$ cat config.mk
export PLATFORM = sky130hd
export DESIGN_NAME = pio_bank
export DESIGN_NICKNAME = d
export VERILOG_FILES = /design/src/rtl/pio_pkg.sv /design/src/rtl/pio_sync.sv /design/src/rtl/pio_port_regs.sv /design/src/rtl/pio_page_regs.sv /design/src/rtl/pio_bank.sv
export SDC_FILE = /design/constraint.sdc
export NUM_CORES = 1
export LEC_CHECK = 0
export ABC_AREA = 1
export BUFFER_PORTS_ARGS = -buffer_cell sky130_fd_sc_hd__buf_4
export CAP_MARGIN = 30
export CORE_MARGIN = 4
export CORE_UTILIZATION = 60
export CTS_BUF_LIST = sky130_fd_sc_hd__clkbuf_8
export DETAILED_ROUTE_END_ITERATION = 16
export PLACE_DENSITY = 0.82
export SLEW_MARGIN = 10
export SYNTH_ARGS = -nofsm -noshare
export SYNTH_HDL_FRONTEND = slang
export SYNTH_HIERARCHICAL = 1
export SYNTH_SLANG_ARGS = --single-unit
$ cat constraint.sdc
create_clock -name clk -period 3.4 [get_ports clk]
set_clock_uncertainty 0.15 [all_clocks]
set_input_delay 0.34 -clock clk [delete_from_list [all_inputs] [get_ports clk]]
set_output_delay 0.34 -clock clk [all_outputs]
set_load 0.1 [all_outputs]
$ cat src/rtl/pio_pkg.sv
package pio_pkg;

    localparam int PORT_W    = 8;
    localparam int NUM_PORTS = 6;
    localparam int PAGE_REGS = 3;
    localparam int NUM_PAGES = 4;
    localparam int ADDR_W    = 4;
    localparam int PAGE_W    = $clog2(NUM_PAGES);
    localparam int IDX_W     = 3;

    localparam logic [ADDR_W-1:0] CTRL_OFS  = 4'h7;
    localparam logic [ADDR_W-1:0] PAGE_BASE = 4'h8;

    typedef enum logic [1:0] {
        SEL_NONE,
        SEL_PORT,
        SEL_CTRL,
        SEL_PAGE
    } sel_e;

    // control byte: page number on top, one lock bit per port below
    typedef struct packed {
        logic [PAGE_W-1:0]    page;
        logic [NUM_PORTS-1:0] lock;
    } ctrl_t;

    typedef struct packed {
        sel_e             kind;
        logic [IDX_W-1:0] idx;
    } dec_t;

    function automatic dec_t decode(input logic [ADDR_W-1:0] a,
                                    input logic [PAGE_W-1:0] pg);
        dec_t d;
        d.kind = SEL_NONE;
        d.idx  = '0;
        if (a < ADDR_W'(NUM_PORTS)) begin
            d.kind = SEL_PORT;
            d.idx  = a[IDX_W-1:0];
        end else if (a == CTRL_OFS) begin
            d.kind = SEL_CTRL;
        end else if (a >= PAGE_BASE && a < PAGE_BASE + ADDR_W'(PAGE_REGS)
                     && pg != '0) begin
            d.kind = SEL_PAGE;
            d.idx  = IDX_W'(a - PAGE_BASE);
        end
        return d;
    endfunction

endpackage

$ cat src/rtl/pio_sync.sv
module pio_sync #(
    parameter int W = 48
) (
    input  logic         clk,
    input  logic         rst,
    input  logic [W-1:0] d,
    output logic [W-1:0] q
);
    logic [W-1:0] stage1;
    logic [W-1:0] stage2;

    always_ff @(posedge clk) begin
        if (rst) begin
            stage1 <= '0;
            stage2 <= '0;
        end else begin
            stage1 <= d;
            stage2 <= stage1;
        end
    end

    assign q = stage2;
endmodule

$ cat src/rtl/pio_port_regs.sv
module pio_port_regs #(
    parameter int NP = 6,
    parameter int W  = 8,
    parameter int IW = 3
) (
    input  logic            clk,
    input  logic            rst,
    input  logic            we,
    input  logic [IW-1:0]   idx,
    input  logic [NP-1:0]   lock,
    input  logic [W-1:0]    wdata,
    output logic [NP*W-1:0] sink
);
    for (genvar i = 0; i < NP; i++) begin : g_port
        logic [W-1:0] q;

        always_ff @(posedge clk) begin
            if (rst) begin
                q <= '0;
            end else if (we && idx == IW'(i) && !lock[i]) begin
                q <= wdata;
            end
        end

        assign sink[i*W +: W] = q;
    end
endmodule

$ cat src/rtl/pio_page_regs.sv
module pio_page_regs #(
    parameter int NPG = 3,
    parameter int NR  = 3,
    parameter int W   = 8,
    parameter int PW  = 2,
    parameter int IW  = 3
) (
    input  logic          clk,
    input  logic          rst,
    input  logic          we,
    input  logic [PW-1:0] page,
    input  logic [IW-1:0] idx,
    input  logic [W-1:0]  wdata,
    output logic [W-1:0]  rd_val
);
    // entry [p][r] belongs to page p+1; page 0 has no storage
    logic [W-1:0] mem [NPG][NR];

    always_ff @(posedge clk) begin
        if (rst) begin
            for (int p = 0; p < NPG; p++) begin
                for (int r = 0; r < NR; r++) begin
                    mem[p][r] <= '0;
                end
            end
        end else if (we) begin
            for (int p = 0; p < NPG; p++) begin
                for (int r = 0; r < NR; r++) begin
                    if (page == PW'(p + 1) && idx == IW'(r)) begin
                        mem[p][r] <= wdata;
                    end
                end
            end
        end
    end

    always_comb begin
        rd_val = '0;
        for (int p = 0; p < NPG; p++) begin
            for (int r = 0; r < NR; r++) begin
                if (page == PW'(p + 1) && idx == IW'(r)) begin
                    rd_val = mem[p][r];
                end
            end
        end
    end
endmodule

$ cat src/rtl/pio_bank.sv
module pio_bank
    import pio_pkg::*;
#(
    parameter int NUM_PORTS = pio_pkg::NUM_PORTS,
    parameter int PORT_W    = pio_pkg::PORT_W,
    localparam int LINES    = NUM_PORTS * PORT_W
) (
    input  logic              clk,
    input  logic              rst,
    input  logic [ADDR_W-1:0] addr,
    input  logic [PORT_W-1:0] wdata,
    input  logic              wr_en,
    input  logic              rd_en,
    output logic [PORT_W-1:0] rdata,
    input  logic [LINES-1:0]  pad_in,
    output logic [LINES-1:0]  sink_en
);
    ctrl_t              ctrl_q;
    dec_t               dec;
    logic [LINES-1:0]   pad_s;
    logic [PORT_W-1:0]  page_rd;
    logic [PORT_W-1:0]  rd_val;

    assign dec = decode(addr, ctrl_q.page);

    pio_sync #(.W(LINES)) i_sync (
        .clk (clk),
        .rst (rst),
        .d   (pad_in),
        .q   (pad_s)
    );

    always_ff @(posedge clk) begin
        if (rst) begin
            ctrl_q <= '0;
        end else if (wr_en && dec.kind == SEL_CTRL) begin
            ctrl_q <= ctrl_t'(wdata);
        end
    end

    pio_port_regs #(.NP(NUM_PORTS), .W(PORT_W), .IW(IDX_W)) i_ports (
        .clk   (clk),
        .rst   (rst),
        .we    (wr_en && dec.kind == SEL_PORT),
        .idx   (dec.idx),
        .lock  (ctrl_q.lock),
        .wdata (wdata),
        .sink  (sink_en)
    );

    pio_page_regs #(
        .NPG (NUM_PAGES - 1),
        .NR  (PAGE_REGS),
        .W   (PORT_W),
        .PW  (PAGE_W),
        .IW  (IDX_W)
    ) i_pages (
        .clk    (clk),
        .rst    (rst),
        .we     (wr_en && dec.kind == SEL_PAGE),
        .page   (ctrl_q.page),
        .idx    (dec.idx),
        .wdata  (wdata),
        .rd_val (page_rd)
    );

    always_comb begin
        rd_val = '0;
        case (dec.kind)
            SEL_PORT: begin
                for (int i = 0; i < NUM_PORTS; i++) begin
                    if (dec.idx == IDX_W'(i)) begin
                        rd_val = ~pad_s[i*PORT_W +: PORT_W];
                    end
                end
            end
            SEL_CTRL: rd_val = ctrl_q;
            SEL_PAGE: rd_val = page_rd;
            default:  rd_val = '0;
        endcase
    end

    always_ff @(posedge clk) begin
        if (rst) begin
            rdata <= '0;
        end else if (rd_en) begin
            rdata <= rd_val;
        end
    end
endmodule

### Yosys cells after proc, flatten, opt, wreduce, memory -nomap -nowiden

Memories as Yosys holds them, arrays and structs flattened.
Index checks and enable logic that the tools add are counted.

* register bits after elaboration: 160
* bits in writable memories: 72
* bits of input ports: 64
* memories: 1

* add/subtract/negate cells: 1
* $lt $le $gt $ge: 3
* eq/ne operators: 12
* multiplexer cells: 67
* bitwise logic cells: 15
* reductions and logical operators: 34

Memory list
* i_pages.mem: depth 3, width 24, rd ports 3, clocked after Yosys merged registers in 0, write ports 3, RTL line pio_page_regs.sv:17 `logic [W-1:0] mem [NPG][NR];`

Operator list (number)
* $mux W8: 24
* $not A8 Y8: 6
* $mux W1: 38
* $logic_and A1 B1 Y1: 26
* $pmux W8 S3: 1
* $mux W5: 2
* $or A1 B1 Y1: 9
* $eq A2 B2 Y1 const B: 4
* $eq A3 B2 Y1 const B: 2
* $eq A3 B3 Y1 const B: 2
* $logic_not A1 Y1: 6
* $eq A2 B1 Y1 const B: 2
* $eq A4 B3 Y1 const B: 1
* $ge A4 B4 Y1 const B: 1
* $lt A4 B3 Y1 const B: 1
* $lt A4 B4 Y1 const B: 1
* $eq A3 B1 Y1 const B: 1
* $logic_not A3 Y1: 1
* $mux W3: 1
* $sub A3 B1 Y3 const B: 1
* $mux W2: 1
* $reduce_bool A2 Y1: 1

### Depth between registers and ports, before layout

* word-level depth: 18
* mapped depth: 19

### Hierarchy

Netlist, hierarchy kept.

Modules (own cells, without submodules)
* pio_page_regs: instances 1, cells each 334, area an instance 3467.1 µm², sequential area each 2162.1 µm²
* pio_sync: instances 1, cells each 299, area an instance 2813.9 µm², sequential area each 1921.8 µm²
* pio_port_regs: instances 1, cells each 296, area an instance 2077.0 µm², sequential area each 960.9 µm²
* pio_bank: instances 1, cells each 224, area an instance 1345.0 µm², sequential area each 320.3 µm²

### Worst setup path after synthesis

No wires, ideal clock.

* path type: register to register
* start: register ctrl_q[7] (netlist name)
* end: memory i_pages/mem[0][56] (netlist name), enable pin
* setup time: 0.384 ns
* arrival: 2.300 ns
* data required time: 2.866 ns
* slack: 0.566 ns
* cell stages (with the launch flop): 12
* cell sequence: dfxtp_1 inv_1 nand2_1 nand3_2 nand2_4 inv_4 nor2_8 buf_2 nand2_4 nor2_8 inv_2 o21ai_0

RTL lines
* start, declared: RTL line pio_bank.sv:18 `ctrl_t ctrl_q;`
* start signal, assigned: RTL line pio_bank.sv:37 `ctrl_q <= ctrl_t'(wdata);`
* end, declared: RTL line pio_page_regs.sv:17

==> metrics.md <==
| Metric | Value |
|---|---|
| Antenna Nets Post-Route | 0 |
| # rows | 46 |
| Peak Freq | 313 MHz |
| CTS tree | yes |
| #FFs+latches synth | roughly 230 |
| M3 GR Usage | 5.79% |
| Tmin final | 3.20 ns |
| Worst Reg-to-Reg Cells | 20 |
| Layout cells sized above 1 | between 10% and 20% |
| Warnings from Yosys | 6 |
| Largest stage delay, worst path | 0.56 ns |
| Simple-gate share of the synthesized area | 32.1% |
| Crit-path cells | inv_1 -> nand2_1 -> nand3_2 -> nand2_4 -> inv_4 -> nor2_8 -> inv_2 -> nand2_4 -> nor2_4 -> inv_2 -> nor2_1 -> nor2_1 -> nand4_1 -> nand2_1 -> nand2_1 -> a22oi_1 -> nand2_1 -> nand2_1 -> a21oi_1 -> dlygate4sd3_1 |
| Nets | ~1400 |
| Cell variety after synth | 33 |
| Worst-Margin Slew | 0.698 ns |
| Worst path depth | 20 |
| Initial antenna violation count | 0 |
| Cell mode on critical path | nand2_1 |
| GRT Overall Usage | 27.0% |
| Worst VDD drop | 356 uV |
| Design area | 12100 um^2 |
| Reg2reg end | rdata[6]$_SDFFE_PP0P_ |
| Post-synthesis adder-cell area fraction | 0% |
| Die area | approximately 18000 um^2 |
| CP startpoint kind | flip-flop |
| DRT iter0 DRCs | between 700 and 800 |
| DR pass1 iterations | 7 |
| CP Capture Type | flip-flop |
| Power Density | 500 nW/um^2 |
| Synth Area in Compound Gates | 3.30% |
| Layout area overhead | 25.0% |
| Pins over their slew limit | 0 |
| Post-Synthesis Cells | 1153 |
| Worst Setup EP | rdata[6]$_SDFFE_PP0P_ |
| Largest net degree at the start of global routing | 98 |
| Port bufs | 119 |
| Relative slew margins | a little over half |
| DR WL/cell | 15.6 um |
| Largest family of logic cells by synthesized area | simple AND/OR/NAND/NOR gates |
| Bufs on Longest Clock Path | 3 |
| Num Clock Sinks | 232 |
| Worst-Skew Late Latency | 0.52 ns |
| FF-to-FF Start | ctrl_q[6]$_SDFFE_PP0P_ |
| Clock-pin slew on the worst setup and hold paths | 0.06 ns |
| Slowest-stage cell, CP | dlygate4sd3_1 |
| Vias | about 8100 |
| First-pass GRT wire length | 39.0 mm |
| Post-synthesis mux area share | 0% |
| Detailed placement HPWL | 15.7 mm |
| GR Overflow Total | 0 |
| Post-Synth XOR/XNOR Area | 0% |
| Root Buffer | clkbuf_8 |
| Htree depth | 2 |
| Routability cong. | 0.924 |
| Crit-path leading delay family | simple AND/OR/NAND/NOR gates |
| Antenna Diode Count | 0 |
| Post-Synthesis Cell Area | 9700 um^2 |
| Worst Hold Class | input pin to flip-flop |
| Max_cap viols | 0 |
| Worst Path Class, Setup | flip-flop to flip-flop |
| Final period utilization | 94.1% |
| Initial Util | 61.1% |
| GRT Max-Usage Layer | met2 |
| Fin util | between 70% and 80% |
| Crit path required time | around 3.7 ns |
| IO Pins | between 100 and 150 |
| Crit. Startpoint | ctrl_q[6]$_SDFFE_PP0P_ |
| Hold Crit Depth | 5 |
| Placed Area | 10700 um^2 |
| Outcome | complete, no violations |
| Syn Area/Cell | 8.42 um^2 |
| R2R setup slack | 0.20 ns |
| Vias in the first global route | approximately 8000 |
| Vias per cell | 5.10 |
| Die width | ~140 um |
| Die Y | 135 um |
| Total CTS buffers | 36 |
| DRC violations left | 0 |
| Most common cell after layout, fill and taps aside | nor2_1 |
| Arr. time, crit path | 3.46 ns |
| GR Layer Usage met2 | ~46% |
| Crit path buf inv count | 5 |
| Final setup violation count | 0 |
| Post-Route WL | approximately 25 mm |
| Syn Nets | 1217 |
| Leakage | 5.62 nW |
| Most frequent cells in the layout | nor2_1 (280), nand2_1 (188), dfxtp_1 (159) |
| Crit Path Max Fanout | 10 |
| CORE AREA | 15900 um^2 |
| Sequential area share after synthesis | a little under three fifths |
| Final Hold Fails | 0 |
| Met1 usage | 33.9% |
| Fillers | 1110 |
cells in the mapped netlist, drive strengths merged:
cell	count	share of area [%]
nor2	310	15
nand2	201	8.4
inv	165	6.4
dfxtp	160	33
nand3	81	4.8
edfxtp	72	22
a21oi	39	2.1
nand4	35	2.3
buf	34	2.4
nand3b	14	1.1
clkinv	10	0.39
or2	10	0.64
a22oi	8	0.62
o21ai	7	0.40
clkbuf	4	0.15
a211oi	2	0.15
nor3	1	0.10
stage by stage:
stage | std cells | setup slack [ns] | hold WS (ns) | total power [W] | TNS (ns)
finish | 1590 | 0.201 | 0.206 | 0.00606 | 0
global route | 1590 | -0.0126 | 0.209 | 0.00629 | -0.0126
CTS | 1586 | 0.138 | 0.178 | 0.00608 | 0
detailed placement | 1462 | 0.658 | 0.243 | 0.00362 | 0
global placement | 1462 | 0.706 | 0.243 | 0.00361 | 0
floorplan | 1153 | 0.566 | 0.238 | 0.00344 | 0
how the worst min path moves through the flow:
stage,start,to,slack (ns)
floorplan,i_sync/stage1[0]$_SDFF_PP0_,i_sync/q[0]$_SDFF_PP0_,0.24
global placement,i_sync/stage1[24]$_SDFF_PP0_,i_sync/q[24]$_SDFF_PP0_,0.24
detailed placement,i_sync/stage1[0]$_SDFF_PP0_,i_sync/q[0]$_SDFF_PP0_,0.24
CTS,addr[3],ctrl_q[2]$_SDFFE_PP0P_,0.18
global route,addr[3],ctrl_q[3]$_SDFFE_PP0P_,0.21
finish,addr[3],ctrl_q[2]$_SDFFE_PP0P_,0.21
layout make-up:
type                            instances  area [um^2]  share of cell area [%]
Clock buffer                           45          619                    5.11
Clock inverter                         19          140                    1.16
Inverter                              175          659                    5.44
Multi-Input combinational cell        708         3440                    28.3
Sequential cell                       232         5370                    44.3
Tap cell                              216          270                    2.23
Timing Repair Buffer                  195         1630                    13.5
state kept, by name (all words and copies together) (netlist names):
| register | flops |
|---|---|
| rdata | 8 |
| i_sync/stage1 | 48 |
| i_ports/g_port.q | 48 |
| i_sync/q | 48 |
| ctrl_q | 8 |
| i_pages/mem | 72 |
timing repair:
action | CTS | global route
resized for setup | 0 | 1
endpoints found under the setup margin | 0 | 1
hold buffers | 60 | 0
hold endpoints to repair | 72 | 0
buffers inserted | 0 | 3
layer usage:
layer / vias up / part of all wire [%]
li1: 3990 / -
met1: 3692 / 40
met2: 361 / 49
met3: 62 / 7.9
met4: 0 / 3.2
met5: - / 0
cell families (layout without fill, tap and decap cells):
kind of cell,Yosys count,after routing
simple gates,652,652
flops,232,232
buf+inv,213,434
compound gates,56,56
worst register-to-register path, delay by kind of cell, from the launching register on:
family                 cells  cell delay, ns
AND/OR/NAND/NOR           13            1.28
buffers and inverters      5            1.00
flip-flops                 1            0.44
AO/OA/AOI/OAI              2            0.21
power breakdown:
group	internal (W)	total (W)	switching, W
clock	0.00135	0.00242	0.00107
combinational	0.000213	0.000654	0.000440
sequential	0.00295	0.00299	0.0000395
total	0.00452	0.00606	0.00155
No activity file was read; power rests on OpenSTA's default activity.
